$ cat config.mk
export PLATFORM = sky130hd
export DESIGN_NAME = vec_irq_ctrl
export DESIGN_NICKNAME = d
export VERILOG_FILES = /design/src/rtl/irq_pkg.sv /design/src/rtl/irq_edge_capture.sv /design/src/rtl/irq_priority_sel.sv /design/src/rtl/irq_ack_seq.sv /design/src/rtl/vec_irq_ctrl.sv
export SDC_FILE = /design/constraint.sdc
export NUM_CORES = 1
export LEC_CHECK = 0
export ABC_AREA = 1
export BUFFER_PORTS_ARGS = -buffer_cell sky130_fd_sc_hd__buf_2
export CAP_MARGIN = 20
export CORE_MARGIN = 4
export CORE_UTILIZATION = 42
export DETAILED_ROUTE_END_ITERATION = 10
export GPL_TIMING_DRIVEN = 0
export SYNTH_ARGS = -nofsm -noshare
export SYNTH_HDL_FRONTEND = slang
export SYNTH_SLANG_ARGS = --single-unit
$ cat constraint.sdc
create_clock -name clk -period 1.8 [get_ports clk]
set_input_delay 0.09 -clock clk [delete_from_list [all_inputs] [get_ports clk]]
set_output_delay 0.09 -clock clk [all_outputs]
set_load 0.01 [all_outputs]
$ cat src/rtl/irq_pkg.sv
package irq_pkg;
    localparam int unsigned ADDR_W = 16;
    localparam int unsigned DATA_W = 8;
    localparam int unsigned N_HW   = 3;          // hard-vectored maskable lines
    localparam int unsigned N_SRC  = N_HW + 2;   // plus general and non-maskable

    typedef enum logic [2:0] {
        SRC_NONE = 3'd0,
        SRC_INTR = 3'd1,
        SRC_L5   = 3'd2,
        SRC_L6   = 3'd3,
        SRC_L7   = 3'd4,
        SRC_TRAP = 3'd5
    } src_e;

    typedef struct packed {
        logic valid;
        src_e src;
    } grant_t;

    typedef enum logic [2:0] {
        ST_IDLE, ST_OP, ST_GAP_LO, ST_LO, ST_GAP_HI, ST_HI
    } ack_st_e;

    localparam logic [DATA_W-1:0] OP_CALL  = 8'hCD;
    localparam logic [DATA_W-1:0] RST_FORM = 8'hC7;

    function automatic logic [ADDR_W-1:0] hw_vector(src_e s);
        logic [ADDR_W-1:0] v;
        case (s)
            SRC_TRAP: v = 16'h0024;
            SRC_L7:   v = 16'h003C;
            SRC_L6:   v = 16'h0034;
            SRC_L5:   v = 16'h002C;
            default:  v = '0;
        endcase
        return v;
    endfunction

    function automatic logic is_restart(logic [DATA_W-1:0] op);
        return (op & RST_FORM) == RST_FORM;
    endfunction

    function automatic logic [ADDR_W-1:0] restart_vector(logic [DATA_W-1:0] op);
        return ADDR_W'({op[5:3], 3'b000});
    endfunction
endpackage

$ cat src/rtl/irq_edge_capture.sv
module irq_edge_capture #(
    parameter bit HOLD_LEVEL = 1'b0
) (
    input  logic clk,
    input  logic rst,
    input  logic line,
    input  logic clear,
    output logic pend
);
    logic line_q;
    logic lat_q;
    logic rise;
    logic keep;

    assign rise = line & ~line_q;

    generate
        if (HOLD_LEVEL) begin : g_hold
            assign keep = line;
            assign pend = lat_q & line;


            drop_kills_chk: assert property (@(posedge clk) disable iff (rst)
                !line |-> !pend);
        end else begin : g_sticky
            assign keep = 1'b1;
            assign pend = lat_q;
        end
    endgenerate

    always_ff @(posedge clk) begin
        if (rst) begin
            line_q <= 1'b0;
            lat_q  <= 1'b0;
        end else begin
            line_q <= line;
            lat_q  <= rise | (lat_q & keep & ~clear);
        end
    end


    rise_capture_chk: assert property (@(posedge clk) disable iff (rst)
        $rose(line) |=> lat_q);
endmodule

$ cat src/rtl/irq_priority_sel.sv
module irq_priority_sel
    import irq_pkg::*;
(
    input  logic            clk,
    input  logic            rst,
    input  logic            nmi_pend,
    input  logic            l7_pend,
    input  logic            lvl6,
    input  logic            lvl5,
    input  logic            gen_req,
    input  logic            glb_en,
    input  logic [N_HW-1:0] hw_mask,
    output grant_t          grant
);
    logic [N_SRC-1:0] req;
    logic [N_HW-1:0]  hw_line;

    assign hw_line  = {l7_pend, lvl6, lvl5};
    assign req[0]   = glb_en & gen_req;
    assign req[N_SRC-1] = nmi_pend;

    generate
        for (genvar g = 0; g < N_HW; g++) begin : g_hw
            assign req[g+1] = glb_en & hw_line[g] & ~hw_mask[g];
        end
    endgenerate

    always_comb begin
        grant = '{valid: 1'b0, src: SRC_NONE};
        for (int i = 0; i < N_SRC; i++) begin
            if (req[i]) grant = '{valid: 1'b1, src: src_e'(3'(i + 1))};
        end
    end


    trap_first_chk: assert property (@(posedge clk) disable iff (rst)
        nmi_pend |-> (grant.valid && grant.src == SRC_TRAP));


    ie_gate_chk: assert property (@(posedge clk) disable iff (rst)
        (!glb_en && !nmi_pend) |-> !grant.valid);


    masked_l5_chk: assert property (@(posedge clk) disable iff (rst)
        hw_mask[0] |-> !(grant.valid && grant.src == SRC_L5));
endmodule

$ cat src/rtl/irq_ack_seq.sv
module irq_ack_seq
    import irq_pkg::*;
(
    input  logic              clk,
    input  logic              rst,
    input  logic              boundary,
    input  grant_t            grant,
    input  logic [DATA_W-1:0] bus_data,
    output logic              accept,
    output logic              inta,
    output logic              vec_valid,
    output logic [ADDR_W-1:0] vec_addr
);
    ack_st_e           st;
    logic              inta_q;
    logic              vec_q;
    logic [ADDR_W-1:0] addr_q;
    logic [DATA_W-1:0] lo_q;

    assign accept    = boundary && grant.valid && (st == ST_IDLE);
    assign inta      = inta_q;
    assign vec_valid = vec_q;
    assign vec_addr  = addr_q;

    always_ff @(posedge clk) begin
        if (rst) begin
            st     <= ST_IDLE;
            inta_q <= 1'b0;
            vec_q  <= 1'b0;
            addr_q <= '0;
            lo_q   <= '0;
        end else begin
            inta_q <= 1'b0;
            vec_q  <= 1'b0;
            case (st)
                ST_IDLE: begin
                    if (accept) begin
                        if (grant.src == SRC_INTR) begin
                            st     <= ST_OP;
                            inta_q <= 1'b1;
                        end else begin
                            vec_q  <= 1'b1;
                            addr_q <= hw_vector(grant.src);
                        end
                    end
                end
                ST_OP: begin
                    if (is_restart(bus_data)) begin
                        vec_q  <= 1'b1;
                        addr_q <= restart_vector(bus_data);
                        st     <= ST_IDLE;
                    end else if (bus_data == OP_CALL) begin
                        st <= ST_GAP_LO;
                    end else begin
                        st <= ST_IDLE;
                    end
                end
                ST_GAP_LO: begin
                    inta_q <= 1'b1;
                    st     <= ST_LO;
                end
                ST_LO: begin
                    lo_q <= bus_data;
                    st   <= ST_GAP_HI;
                end
                ST_GAP_HI: begin
                    inta_q <= 1'b1;
                    st     <= ST_HI;
                end
                ST_HI: begin
                    vec_q  <= 1'b1;
                    addr_q <= ADDR_W'({bus_data, lo_q});
                    st     <= ST_IDLE;
                end
                default: st <= ST_IDLE;
            endcase
        end
    end


    inta_pulse_chk: assert property (@(posedge clk) disable iff (rst)
        inta_q |=> !inta_q);


    no_overlap_chk: assert property (@(posedge clk) disable iff (rst)
        !(inta_q && vec_q));


    restart_align_chk: assert property (@(posedge clk) disable iff (rst)
        (vec_q && $past(st == ST_OP)) |-> (addr_q[2:0] == 3'b000));
endmodule

$ cat src/rtl/vec_irq_ctrl.sv
module vec_irq_ctrl
    import irq_pkg::*;
(
    input  logic              clk,
    input  logic              rst,
    input  logic              instr_boundary,
    input  logic              ie_set,
    input  logic              ie_clr,
    input  logic              mask_wr,
    input  logic [N_HW-1:0]   mask_data,
    input  logic              irq_general,
    input  logic              irq_l5,
    input  logic              irq_l6,
    input  logic              irq_l7,
    input  logic              irq_nmi,
    input  logic [DATA_W-1:0] bus_data,
    output logic              inta,
    output logic              vec_valid,
    output logic [ADDR_W-1:0] vec_addr,
    output logic              push_pc
);
    logic            ie_q;
    logic [N_HW-1:0] mask_q;
    logic            nmi_pend;
    logic            l7_pend;
    logic            accept;
    logic            clr_nmi;
    logic            clr_l7;
    grant_t          grant;

    assign clr_nmi = accept && grant.src == SRC_TRAP;
    assign clr_l7  = accept && grant.src == SRC_L7;

    irq_edge_capture #(.HOLD_LEVEL(1'b1)) u_nmi_cap (
        .clk(clk), .rst(rst), .line(irq_nmi), .clear(clr_nmi), .pend(nmi_pend)
    );

    irq_edge_capture #(.HOLD_LEVEL(1'b0)) u_l7_cap (
        .clk(clk), .rst(rst), .line(irq_l7), .clear(clr_l7), .pend(l7_pend)
    );

    irq_priority_sel u_sel (
        .clk(clk), .rst(rst),
        .nmi_pend(nmi_pend), .l7_pend(l7_pend), .lvl6(irq_l6), .lvl5(irq_l5),
        .gen_req(irq_general), .glb_en(ie_q), .hw_mask(mask_q), .grant(grant)
    );

    irq_ack_seq u_seq (
        .clk(clk), .rst(rst), .boundary(instr_boundary), .grant(grant),
        .bus_data(bus_data), .accept(accept), .inta(inta),
        .vec_valid(vec_valid), .vec_addr(vec_addr)
    );

    assign push_pc = vec_valid;

    always_ff @(posedge clk) begin
        if (rst) begin
            ie_q   <= 1'b0;
            mask_q <= '1;
        end else begin
            if (ie_clr || (accept && grant.src != SRC_TRAP)) ie_q <= 1'b0;
            else if (ie_set)                                  ie_q <= 1'b1;
            if (mask_wr) mask_q <= mask_data;
        end
    end


    ie_drop_chk: assert property (@(posedge clk) disable iff (rst)
        (accept && grant.src != SRC_TRAP) |=> !ie_q);


    boundary_only_chk: assert property (@(posedge clk) disable iff (rst)
        (!instr_boundary && !vec_valid && !inta && $past(!instr_boundary)
         && !$past(inta)) |=> !vec_valid);
endmodule

==> summary.md <==
| Metric | Value |
|---|---|
| CP max FO | `10` |
| Crit path launch type | `flop` |
| Drt drc | `0` |
| Sequential Power Share | `0.449` |
| CTS sink cnt | `37` |
| H-tree depth | `2` |
| Vias in the first global route | `1,530` |
| Die Footprint | `5530 µm²` |
| Nets | `318` |
| Slew headroom | `0.598` |
| Setup Buffers After CTS | `0` |
| Switching share of power | `0.228` |
| FILL cells | `420` |
| Synth cell types | `27` |
| Routed WL | `4.00 mm` |
| Final slew viol count | `0` |
| Wire per inst | `11.5 µm` |
| Vias per cell | `4.63` |
| Tot GR Track Use | `0.158` |
| Rows | `23` |
| Hold Buf Count CTS | `0` |
| VDD IR max | `~0.50 mV` |
| Post-synthesis net count | `~270` |
| Net Sw Power | `~0.44 mW` |
| Initial core utilization | `0.450` |
| Total core area | `4120 µm²` |
| Outcome | `finished clean` |
| Final Skew | `11.4 ps` |
| Power per cell area | `about 850 nW/µm²` |
| Final Cycle Share | `0.835` |
| Total gr overflow | `0` |
| Worst-Margin Slew | `603 ps` |
| CTS root buf | `clkbuf_8` |
| CP Capture Type | `flop` |
| CP Cell Sequence | `inv_1 -> o21ai_0 -> nand2_1 -> buf_4 -> nand3_2 -> a21oi_2` |
| CP peak stage delay | `about 450 ps` |
| Fin crit period | `1500 ps` |
| Fin cells | `roughly 350` |
| Yosys reg bits | `37` |
| Comb power frac | `0.106` |
| Boundary Pins | `41` |
| Clock transition at path regs | `80 ps` |
| Port Buffers | `39` |
| Area Growth Syn to Fin | `21.2%` |
| Post-DP HPWL | `3.04 mm` |
| Max cap viols | `0` |
| Clock power share | `0.445` |
| Power Internal | `1.48 mW` |
| Post-Syn Area per Cell | `7.40 µm²` |
| N_diodes | `0` |
| Sequential cell area | `741 µm²` |
| CP Data Required Time | `between 1500 and 2000 ps` |
| Routed Antenna Nets | `0` |
| CTS max path bufs | `2` |
| DR iter-0 viols | `117` |
| Die width | `roughly 74 µm` |
| Sum of negative setup slack | `0 ps` |
| Crit Path Category | `flop to flop` |
| Placer Congestion | `0.800` |
| Mapped cell area | `1850 µm²` |
| Die extent in y | `74.4 µm` |
| Maximum clock rate | `around 670 MHz` |
| Final setup viols | `0` |
| Multi-input logic area | `~910 µm²` |
| Synth Warn # | `0` |
| Syn Inst Count | `250` |
| TritonCTS clock tree | `done` |
| Fin. Hold Viols | `0` |
| Largest delay share family, worst path | `flip-flops` |
| Largest net degree at the start of global routing | `13` |
| Slowest-stage cell, CP | `dfxtp_1` |
| Initial antenna violation count | `0` |
| Num CTS Buffers | `5` |
| HP Class | `input pin to flop` |
| Clock latency on the worst-skew pair | `around 290 ps` |
| Drt pass-1 iters | `5` |
| Post-synthesis sequential area ratio | `0.400` |
| Total number of vias | `1,605` |
| Placed insts | `between 300 and 400` |
| Share of layout cells above drive strength 1 | `0.310` |
| RSZ-0062 raised after global routing | `false` |
| Static Leak | `1.12 nW` |
| Buf/Inv on CP | `2` |
| CTS resizes | `0` |
| Arr. time, crit path | `1670 ps` |
| First-pass GRT wire length | `6.80 mm` |
final timing paths:
check                           slack [ps]        startpoint  cells after the start                  to
worst max register to register         300       u_seq.st[2]                      6  u_seq.vec_addr[12]
worst max-delay path                   300       u_seq.st[2]                      6  u_seq.vec_addr[12]
worst min register to register         410  u_nmi_cap.line_q                      1     u_nmi_cap.lat_q
worst min-delay path                    20      mask_data[2]                      3           mask_q[2]
stage by stage:
step / hold slack (ps) / total power [mW] / util / cell area [µm²] / worst slack [ps]
2_1_floorplan: 190 / 1.01 / - / 1850 / 473
3_3_place_gp: 308 / 1.08 / 0.512 / 2110 / 297
3_5_place_dp: 313 / 1.08 / 0.512 / 2110 / 293
4_1_cts: 10.7 / 1.94 / 0.545 / 2240 / 268
5_1_grt: 31.1 / 2.01 / 0.545 / 2240 / 122
6_report: 17.9 / 1.91 / 0.545 / 2240 / 297
layout make-up:
cell class	count	share of cell area
clock inverter	3	0.0290
clock buffer	5	0.0307
inverter	36	0.0603
multi-input combinational	169	0.408
sequential	37	0.330
buffer	8	0.0268
tap	50	0.0279
timing repair buffer	39	0.0871
placed cells by master, fill, tap and decap left out, types with 3 or more instances in the layout:
master,instances
inv_1,34
nand2_1,38
nor2_2,15
buf_2,39
clkbuf_1,3
dfxtp_1,37
nor2_1,40
a21oi_2,5
a21oi_1,9
nor3_1,3
nand3_2,12
nand3_1,16
a22oi_1,3
o21ai_0,17
clkbuf_8,5
layer usage:
layer / routed length [µm] / track usage / up-vias
met5: 0 / 0 / -
met4: 24 / 0.0356 / 0
met3: 276 / 0.0473 / 4
met2: 1830 / 0.267 / 41
met1: 1870 / 0.199 / 682
li1: - / - / 878
kinds of logic (layout without fill, tap and decap cells):
group / count (synthesis) / after routing / share of synthesized area
simple gates: 132 / 132 / 0.377
compound gates: 37 / 37 / 0.117
buf+inv: 44 / 91 / 0.105
flops: 37 / 37 / 0.400
cells in the mapped netlist:
library cell,n,area share
o21ai_1,1,0.0027
nor2_8,1,0.011
buf_8,1,0.0081
nand3_2,12,0.065
nor2_2,15,0.051
a21oi_2,5,0.024
clkinv_1,1,0.0020
buf_4,2,0.0081
inv_1,34,0.069
a21oi_1,9,0.024
o21bai_1,1,0.0041
nor2_4,2,0.012
inv_2,1,0.0020
nand2_2,2,0.0068
nand3_4,2,0.019
a21boi_0,1,0.0041
nand2_1,38,0.077
nor2_1,40,0.081
dfxtp_1,37,0.40
o21ai_0,17,0.046
a22oi_1,3,0.012
clkbuf_4,1,0.0041
nand4_1,1,0.0034
nor3_1,3,0.0081
buf_6,1,0.0061
nand3_1,16,0.043
clkbuf_1,3,0.0061
power by group through the flow:
stage                     clock network (mW)  registers [mW]  logic, mW
after floorplan                            0           0.885      0.127
after global placement                     0           0.877      0.204
after detailed placement                   0           0.878      0.206
after CTS                              0.874           0.859      0.207
after global routing                   0.914           0.863      0.230
final                                  0.852           0.859      0.203
sequential cells by signal, summed over array words and instances, names as in the netlist:
name              cells
u_nmi_cap.line_q      1
mask_q                3
u_seq.st              3
ie_q                  1
u_nmi_cap.lat_q       1
u_seq.inta            1
u_l7_cap.pend         1
u_l7_cap.line_q       1
u_seq.lo_q            8
u_seq.vec_addr       16
u_seq.vec_valid       1
worst min-delay path: stages:
cell and delay, ps:
buf_2 70, a21oi_1 50, o21ai_0 60
(Power assumes the default switching activity.)
